## config.mk

```make
export PLATFORM = sky130hd
export DESIGN_NAME = dmod_clk_div
export DESIGN_NICKNAME = d
export VERILOG_FILES = /design/src/rtl/dmod_pkg.sv /design/src/rtl/dmod_seq.sv /design/src/rtl/dmod_period.sv /design/src/rtl/dmod_outgate.sv /design/src/rtl/dmod_clk_div.sv
export SDC_FILE = /design/constraint.sdc
export NUM_CORES = 1
export LEC_CHECK = 0
export ABC_AREA = 1
export BUFFER_PORTS_ARGS = -buffer_cell sky130_fd_sc_hd__buf_2
export CORE_ASPECT_RATIO = 1.5
export CORE_MARGIN = 1.5
export CORE_UTILIZATION = 25
export DETAILED_ROUTE_END_ITERATION = 6
export GPL_TIMING_DRIVEN = 0
export PLACE_DENSITY_LB_ADDON = 0.25
export SYNTH_ARGS = -nofsm -noshare
export SYNTH_HDL_FRONTEND = slang
export SYNTH_SLANG_ARGS = --single-unit
```

## constraint.sdc

```tcl
create_clock -name clk -period 5.3 [get_ports clk]
set_clock_uncertainty 0.15 [all_clocks]
set_input_delay 0.53 -clock clk [delete_from_list [all_inputs] [get_ports clk]]
set_output_delay 0.53 -clock clk [all_outputs]
set_load 0.02 [all_outputs]
```

## src/rtl/dmod_pkg.sv

```systemverilog
package dmod_pkg;

    localparam int FW = 12;

    localparam int C0_A_LSB   = 0;
    localparam int C0_B_LSB   = 12;
    localparam int C0_DUAL    = 28;
    localparam int C0_OGATE   = 30;
    localparam int C0_IGATE   = 31;
    localparam int C1_MA_LSB  = 0;
    localparam int C1_MB_LSB  = 12;
    localparam int C1_BYPASS  = 24;

    typedef struct packed {
        logic [FW-1:0] ra;
        logic [FW-1:0] rb;
        logic [FW-1:0] ma;
        logic [FW-1:0] mb;
        logic          dual;
    } div_cfg_t;

    typedef enum logic {
        PH_A = 1'b0,
        PH_B = 1'b1
    } phase_e;

    function automatic div_cfg_t decode_cfg(input logic [31:0] w0, input logic [31:0] w1);
        div_cfg_t c;
        c.ra   = w0[C0_A_LSB +: FW];
        c.rb   = w0[C0_B_LSB +: FW];
        c.ma   = w1[C1_MA_LSB +: FW];
        c.mb   = w1[C1_MB_LSB +: FW];
        c.dual = w0[C0_DUAL];
        return c;
    endfunction

endpackage

```

## src/rtl/dmod_seq.sv

```systemverilog
module dmod_seq
    import dmod_pkg::*;
(
    input  logic          clk,
    input  logic          rst_n,
    input  logic          active,
    input  logic          period_end,
    input  div_cfg_t      live,
    output logic [FW-1:0] ratio_cur,
    output logic [FW-1:0] ratio_nxt
);

    typedef struct packed {
        div_cfg_t      sh;
        phase_e        ph;
        logic [FW-1:0] rep;
    } seq_t;

    seq_t          s_d, s_q;
    logic [FW-1:0] cnt_lim;

    always_comb begin
        s_d     = s_q;
        cnt_lim = (s_q.ph == PH_B) ? s_q.sh.mb : s_q.sh.ma;
        if (!active) begin
            s_d.sh  = live;
            s_d.ph  = PH_A;
            s_d.rep = '0;
        end else if (period_end) begin
            if (s_q.rep == cnt_lim) begin
                s_d.rep = '0;
                s_d.sh  = live;
                s_d.ph  = (live.dual && s_q.ph == PH_A) ? PH_B : PH_A;
            end else begin
                s_d.rep = s_q.rep + 1'b1;
            end
        end
        ratio_cur = (s_q.ph == PH_B) ? s_q.sh.rb : s_q.sh.ra;
        ratio_nxt = (s_d.ph == PH_B) ? s_d.sh.rb : s_d.sh.ra;
    end

    always_ff @(posedge clk or negedge rst_n) begin
        if (!rst_n) s_q <= '0;
        else        s_q <= s_d;
    end

    // the B phase is only ever entered with dual latched
    p_phase_dual_r4: assert property (@(posedge clk) disable iff (!rst_n)
        (s_q.ph == PH_B) |-> s_q.sh.dual);

endmodule

```

## src/rtl/dmod_period.sv

```systemverilog
module dmod_period
    import dmod_pkg::*;
(
    input  logic          clk,
    input  logic          rst_n,
    input  logic          active,
    input  logic [FW-1:0] ratio_cur,
    output logic          period_end,
    output logic          run_d_o,
    output logic [FW-1:0] cnt_d_o
);

    typedef struct packed {
        logic          run;
        logic [FW-1:0] cnt;
    } per_t;

    per_t p_d, p_q;

    always_comb begin
        period_end = p_q.run && (p_q.cnt == ratio_cur);
        p_d        = p_q;
        if (!active) begin
            p_d.run = 1'b0;
            p_d.cnt = '0;
        end else if (!p_q.run) begin
            p_d.run = 1'b1;
            p_d.cnt = '0;
        end else if (period_end) begin
            p_d.cnt = '0;
        end else begin
            p_d.cnt = p_q.cnt + 1'b1;
        end
        run_d_o = p_d.run;
        cnt_d_o = p_d.cnt;
    end

    always_ff @(posedge clk or negedge rst_n) begin
        if (!rst_n) p_q <= '0;
        else        p_q <= p_d;
    end

    // the period counter never passes the ratio chosen by the sequencer
    p_cnt_bound_r2: assert property (@(posedge clk) disable iff (!rst_n)
        p_q.run |-> (p_q.cnt <= ratio_cur));

endmodule

```

## src/rtl/dmod_outgate.sv

```systemverilog
module dmod_outgate
    import dmod_pkg::*;
(
    input  logic          clk,
    input  logic          rst_n,
    input  logic          run_d,
    input  logic [FW-1:0] cnt_d,
    input  logic [FW-1:0] ratio_d,
    input  logic          byp_on,
    input  logic          gate_req,
    output logic          tick_o,
    output logic          wave_o
);

    typedef struct packed {
        logic gate;
        logic tick;
        logic wave;
    } og_t;

    og_t         o_d, o_q;
    logic [FW:0] half_d;
    logic        low_ph;

    always_comb begin
        half_d = ({1'b0, ratio_d} + 1'b1) >> 1;
        low_ph = !run_d || ({1'b0, cnt_d} >= half_d);
        o_d.gate = low_ph ? gate_req : o_q.gate;
        o_d.wave = o_d.gate && run_d && ({1'b0, cnt_d} < half_d);
        o_d.tick = o_d.gate && (byp_on || (run_d && cnt_d == ratio_d));
    end

    always_ff @(posedge clk or negedge rst_n) begin
        if (!rst_n) o_q <= '0;
        else        o_q <= o_d;
    end

    assign tick_o = o_q.tick;
    assign wave_o = o_q.wave;

    // the end-of-period pulse always falls in the low phase
    p_tick_low_r3: assert property (@(posedge clk) disable iff (!rst_n)
        tick_o |-> !wave_o);

endmodule

```

## src/rtl/dmod_clk_div.sv

```systemverilog
module dmod_clk_div
    import dmod_pkg::*;
(
    input  logic        clk,
    input  logic        rst_n,
    input  logic [31:0] ctrl0_i,
    input  logic [31:0] ctrl1_i,
    output logic        tick_o,
    output logic        wave_o
);

    div_cfg_t      live;
    logic          in_gate, bypass, active, byp_on;
    logic          period_end, run_d;
    logic [FW-1:0] cnt_d, ratio_cur, ratio_nxt;

    always_comb begin
        live    = decode_cfg(ctrl0_i, ctrl1_i);
        in_gate = ctrl0_i[C0_IGATE];
        bypass  = ctrl1_i[C1_BYPASS];
        active  = in_gate && !bypass;
        byp_on  = in_gate && bypass;
    end

    dmod_seq i_seq (
        .clk        (clk),
        .rst_n      (rst_n),
        .active     (active),
        .period_end (period_end),
        .live       (live),
        .ratio_cur  (ratio_cur),
        .ratio_nxt  (ratio_nxt)
    );

    dmod_period i_period (
        .clk        (clk),
        .rst_n      (rst_n),
        .active     (active),
        .ratio_cur  (ratio_cur),
        .period_end (period_end),
        .run_d_o    (run_d),
        .cnt_d_o    (cnt_d)
    );

    dmod_outgate i_out (
        .clk      (clk),
        .rst_n    (rst_n),
        .run_d    (run_d),
        .cnt_d    (cnt_d),
        .ratio_d  (ratio_nxt),
        .byp_on   (byp_on),
        .gate_req (ctrl0_i[C0_OGATE]),
        .tick_o   (tick_o),
        .wave_o   (wave_o)
    );

    // input gate low silences both outputs on the next cycle
    p_idle_r6: assert property (@(posedge clk) disable iff (!rst_n)
        !ctrl0_i[C0_IGATE] |=> (!tick_o && !wave_o));

    // bypass with both gates open yields a pulse every cycle
    p_bypass_r9: assert property (@(posedge clk) disable iff (!rst_n)
        (ctrl1_i[C1_BYPASS] && ctrl0_i[C0_IGATE] && ctrl0_i[C0_OGATE])
        |=> (tick_o && !wave_o));

endmodule

```

== After elaboration in Yosys (flattened, before gate mapping) ==
Cells that the tools add are included.

* Bits in registers: 77
* Input port bits: 66
* Output and inout bits: 2
* Logic and storage cells: 47

* $add $sub $neg: 3
* Order comparisons: 2
* Equal/unequal tests: 5
* Mux-type cells: 12
* Bitwise gates (word level): 1
* Reductions and logical operators: 13

{| class="wikitable"
|+ Operator list
! operator !! count
|-
| $mux W62 || 2
|-
| $mux W12 || 6
|-
| $mux W50 || 1
|-
| $eq A12 B12 Y1 || 3
|-
| $add A12 B1 Y12 const B || 2
|-
| $add A12 B1 Y13 const B || 1
|-
| $mux W13 || 1
|-
| $ge A12 B12 Y1 || 1
|-
| $lt A12 B12 Y1 || 1
|-
| $logic_and A1 B1 Y1 || 8
|-
| $ne A2 B2 Y1 const B || 2
|-
| $logic_not A1 Y1 || 2
|-
| $logic_or A1 B1 Y1 || 2
|-
| $mux W1 || 2
|-
| $reduce_and A2 Y1 || 1
|-
| $not A1 Y1 || 1
|}

== Depth between registers and ports, before layout ==
* Word-level depth: 13
* Depth in mapped cells: 34
* Depth with buffers taken out: 33

== Modules after synthesis ==
From an unflattened synthesis, not the netlist that was laid out.

* Cell total of the unflattened synthesis: 734
* Area total of the unflattened synthesis: 5106.1 um^2

{| class="wikitable"
|+ Modules (own cells, without submodules)
! module !! instances !! cells each !! area an instance (um^2) !! seq. area each (um^2)
|-
| dmod_seq || 1 || 451 || 3329.4 || 1526.5
|-
| dmod_period || 1 || 145 || 915.9 || 325.3
|-
| dmod_outgate || 1 || 134 || 843.3 || 75.1
|-
| dmod_clk_div || 1 || 4 || 17.5 || 0.0
|}

== Worst setup path after synthesis ==
OpenSTA, ideal clock, no wires.

* Path type: flip-flop to flip-flop
* From: register i_seq.s_q[12] (netlist bit)
* To: register i_out.o_q (netlist bit i_out.tick_o)
* Library setup time: 77 ps
* Data arrival time: 3626 ps
* Path slack: 1447 ps
* Stages on the path, launching flop included: 30
* Buffers on the path: 2
* Cell sequence: dfrtp_1 buf_6 buf_8 nand2_1 nand2_1 nand2_1 nand3_1 nand3b_1 nor2_2 nand2_1 nand2_1 nand3_2 nand3_1 nand2_1 inv_1 ha_1 nand2_1 nor3_2 nand2_2 o21bai_1 o21ai_1 ha_1 nand2_1 nor2_1 a211oi_1 o2111a_1 a21oi_1 a31oi_1 nand2_1 a21oi_1

{| class="wikitable"
|+ RTL lines
! what !! RTL line !! RTL
|-
| start, declared || dmod_seq.sv:19 || <nowiki>seq_t s_d, s_q;</nowiki>
|-
| start signal, assigned || dmod_seq.sv:43 || <nowiki>if (!rst_n) s_q <= '0;</nowiki>
|-
| start signal, assigned || dmod_seq.sv:44 || <nowiki>else s_q <= s_d;</nowiki>
|-
| end signal, assigned || dmod_outgate.sv:34 || <nowiki>if (!rst_n) o_q <= '0;</nowiki>
|-
| end signal, assigned || dmod_outgate.sv:35 || <nowiki>else o_q <= o_d;</nowiki>
|-
| end, declared || dmod_outgate.sv:21 || <nowiki>og_t o_d, o_q;</nowiki>
|}

==> results.tsv <==
metric	value	unit
ys_ff_latch	77	
timing.setup.tns	0	ps
fin_total_pwr	1.61	mW
cp_data_arrival_time	4890	ps
regArea	1930	um^2
yosys.area.top_type	dfrtp_1	
insertion_delay	350	ps
synth_area_leaders	dfrtp_1, nand2_1, nand3_1	
synthCells	749	
p_per_area	258	nW/um^2
tightest_slew	586	ps
num_vias	4852	
grt_max_degree	53	
yosysWarnings	0	
syn2layout_area_growth	18.4	%
first_pass_iters	4	
slew_headroom	0.606	
pwr-share-seq	0.409	
crit_top_cell	nand2_1	
synth_ff_type	dfrtp_1	
reg2reg_slack	550	ps
cts.path.max_buffers	2	
ir_drop	0.153	mV
muxShareOfSynthArea	0.0427	
synth_top_family_by_area	simple AND/OR/NAND/NOR gates	
cts.sinks	77	
synthSimpleGateAreaFrac	0.388	
max_stage_delay	410	ps
fill_cells	2277	
rsz0062_at_grt	no	
path_class	reg -> reg	
antenna-diode-count	0	
drc	0	
intPower	1.15	mW
final_antenna_net_count	0	
synth_area_per_cell	7.04	um^2
synth_top_area_frac	0.365	
viasPerCell	4.47	
critPathLaunchType	flip-flop	
first_iter_violations	358	
die-area	22000	um^2
grt_pass1_wl	25.1	mm
synth_compound_area_frac	0.0432	
nets	898	
portBuffers	55	
required	5440	ps
yosysSeqAreaShare	0.365	
synthMostInstantiatedCell	nand2_1	
synth_xor_area_frac	0.0299	
setup_violations	0	
synth_nets	830	
antenna_found_initial	0	
grt_pass1_vias	4750	
initial_utilization	0.256	
h-tree-depth	3	
dp_hpwl	12.3	mm
clkPwrFrac	0.410	
core_area	20600	um^2
netSwitchingFraction	0.288	
ys_async_sr_fraction	1.00	
gp_congestion	0.827	
hp-class	in -> reg	
status	finished, final reports clean	
netlist-cell-type-count	41	
wl_per_cell	14.8	um
io_pins	68	
cts_root_buffer	clkbuf_16	
crit_path_max_fanout	10	
crit_slowest_cell	dfrtp_1	
synth-edff-count	0	
setup_slack	545	ps
p_comb_frac	0.180	
clk_pin_slew_worst_paths	70	ps
synth_commonest_cells	nand2_1, inv_1, nand3_1, dfrtp_1, nor2_1	
period_needed	4750	ps
hold_violations	0	
multiInputGateArea	2860	um^2
dieWidth	122	um
cts_tree	built	
wl	16.0	mm
drive_gt1_frac	0.185	
overflow	0	
synth_fa_ha_area_frac	0.0356	
synth_area	5270	um^2
power.leakage	3.17	nW
rows	64	
period_share	0.897	
die_y	181	um
grt.total_usage	0.152	
maxSlewViolCount	0	
endpoint_kind	flip-flop	
dp_worst_setup_slack	292	ps
cap_violations	0	
fmax	0.210	GHz
cts_buffers	9	
p_sw	0.464	mW
[layout make-up]
| class | count | area share |
|---|---|---|
| plain buffers | 22 | 0.0253 |
| repair buffers | 57 | 0.0505 |
| inverters | 92 | 0.0553 |
| clock buffers | 12 | 0.0427 |
| multi-input cells | 558 | 0.458 |
| flip-flops and latches | 77 | 0.309 |
| well taps | 264 | 0.0529 |
| clock inverters | 3 | 0.00701 |
[critical path: cells and delay by family (launching register included)]
kind                     cells  cell delay (ps)
flip-flops                   1              410
adder cells (fa/ha/maj)      2              460
buffers and inverters        4              640
AO/OA/AOI/OAI                3              520
AND/OR/NAND/NOR             22             2490
[kinds of logic after synthesis]
family	after synthesis
simple gates	468
buf+inv	114
flops	77
compound gates	37
mux	20
xor+xnor	18
fa+ha+maj	15
[sequential cells by signal, indices dropped and copies added, names as in the netlist]
name	count
i_out.wave_o	1
i_period.p_q	13
i_out.tick_o	1
i_out.o_q	1
i_seq.s_q	61
[power groups by stage]
stage                     Combinational, mW  Clock (mW)  Sequential (mW)
after floorplan                       0.202           0            0.660
after global placement                0.288           0            0.669
after detailed placement              0.293           0            0.670
after CTS                             0.295       0.677            0.659
after global routing                  0.334       0.702            0.664
final                                 0.290       0.660            0.658
[metal layers]
layer | GRT usage | wire [um]
met1 | 0.171 | 6620
met2 | 0.281 | 8460
met4 | 0.0673 | 402
met5 | 0 | 0
met3 | 0.0199 | 541
[path summary, 6_finish.rpt]
path	start	endpoint	depth (start not counted)
hold / removal	ctrl0_i[31]	i_out.tick_o	3
setup reg to reg	i_seq.s_q[12]	i_out.tick_o	31
min in group asynchronous	rst_n	i_seq.s_q[15]	2
hold reg to reg	i_seq.s_q[33]	i_seq.s_q[33]	1
max in group asynchronous	rst_n	i_seq.s_q[22]	3
setup / recovery	i_seq.s_q[12]	i_out.tick_o	31
[cells in the final DEF (no fill, tap or decap), types with 9 or more instances in the layout]
cell,instances
xor2_1,16
dfrtp_1,77
nor2_1,38
nand3_1,80
a21oi_1,9
o22ai_1,11
inv_2,11
buf_2,63
nand2_2,14
mux2_2,20
ha_1,15
nand2_1,296
nand3b_1,15
inv_1,80
clkbuf_16,9
[through the flow]
stage	instance area, um^2	utilization	hold slack, ps	instances
2_1_floorplan	5270	-	84.4	749
3_3_place_gp	5880	0.286	337	1068
3_5_place_dp	5910	0.287	337	1069
4_1_cts	6230	0.303	240	1085
5_1_grt	6240	0.303	249	1085
6_report	6240	0.303	250	1085
[timing repair]
item	4_1_cts	5_1_grt
hold buffers	1	0
setup buffers	0	0
endpoints found under the setup margin	0	2
hold endpoints to repair	25	0
resized for setup	0	3
(Power assumes the default switching activity.)
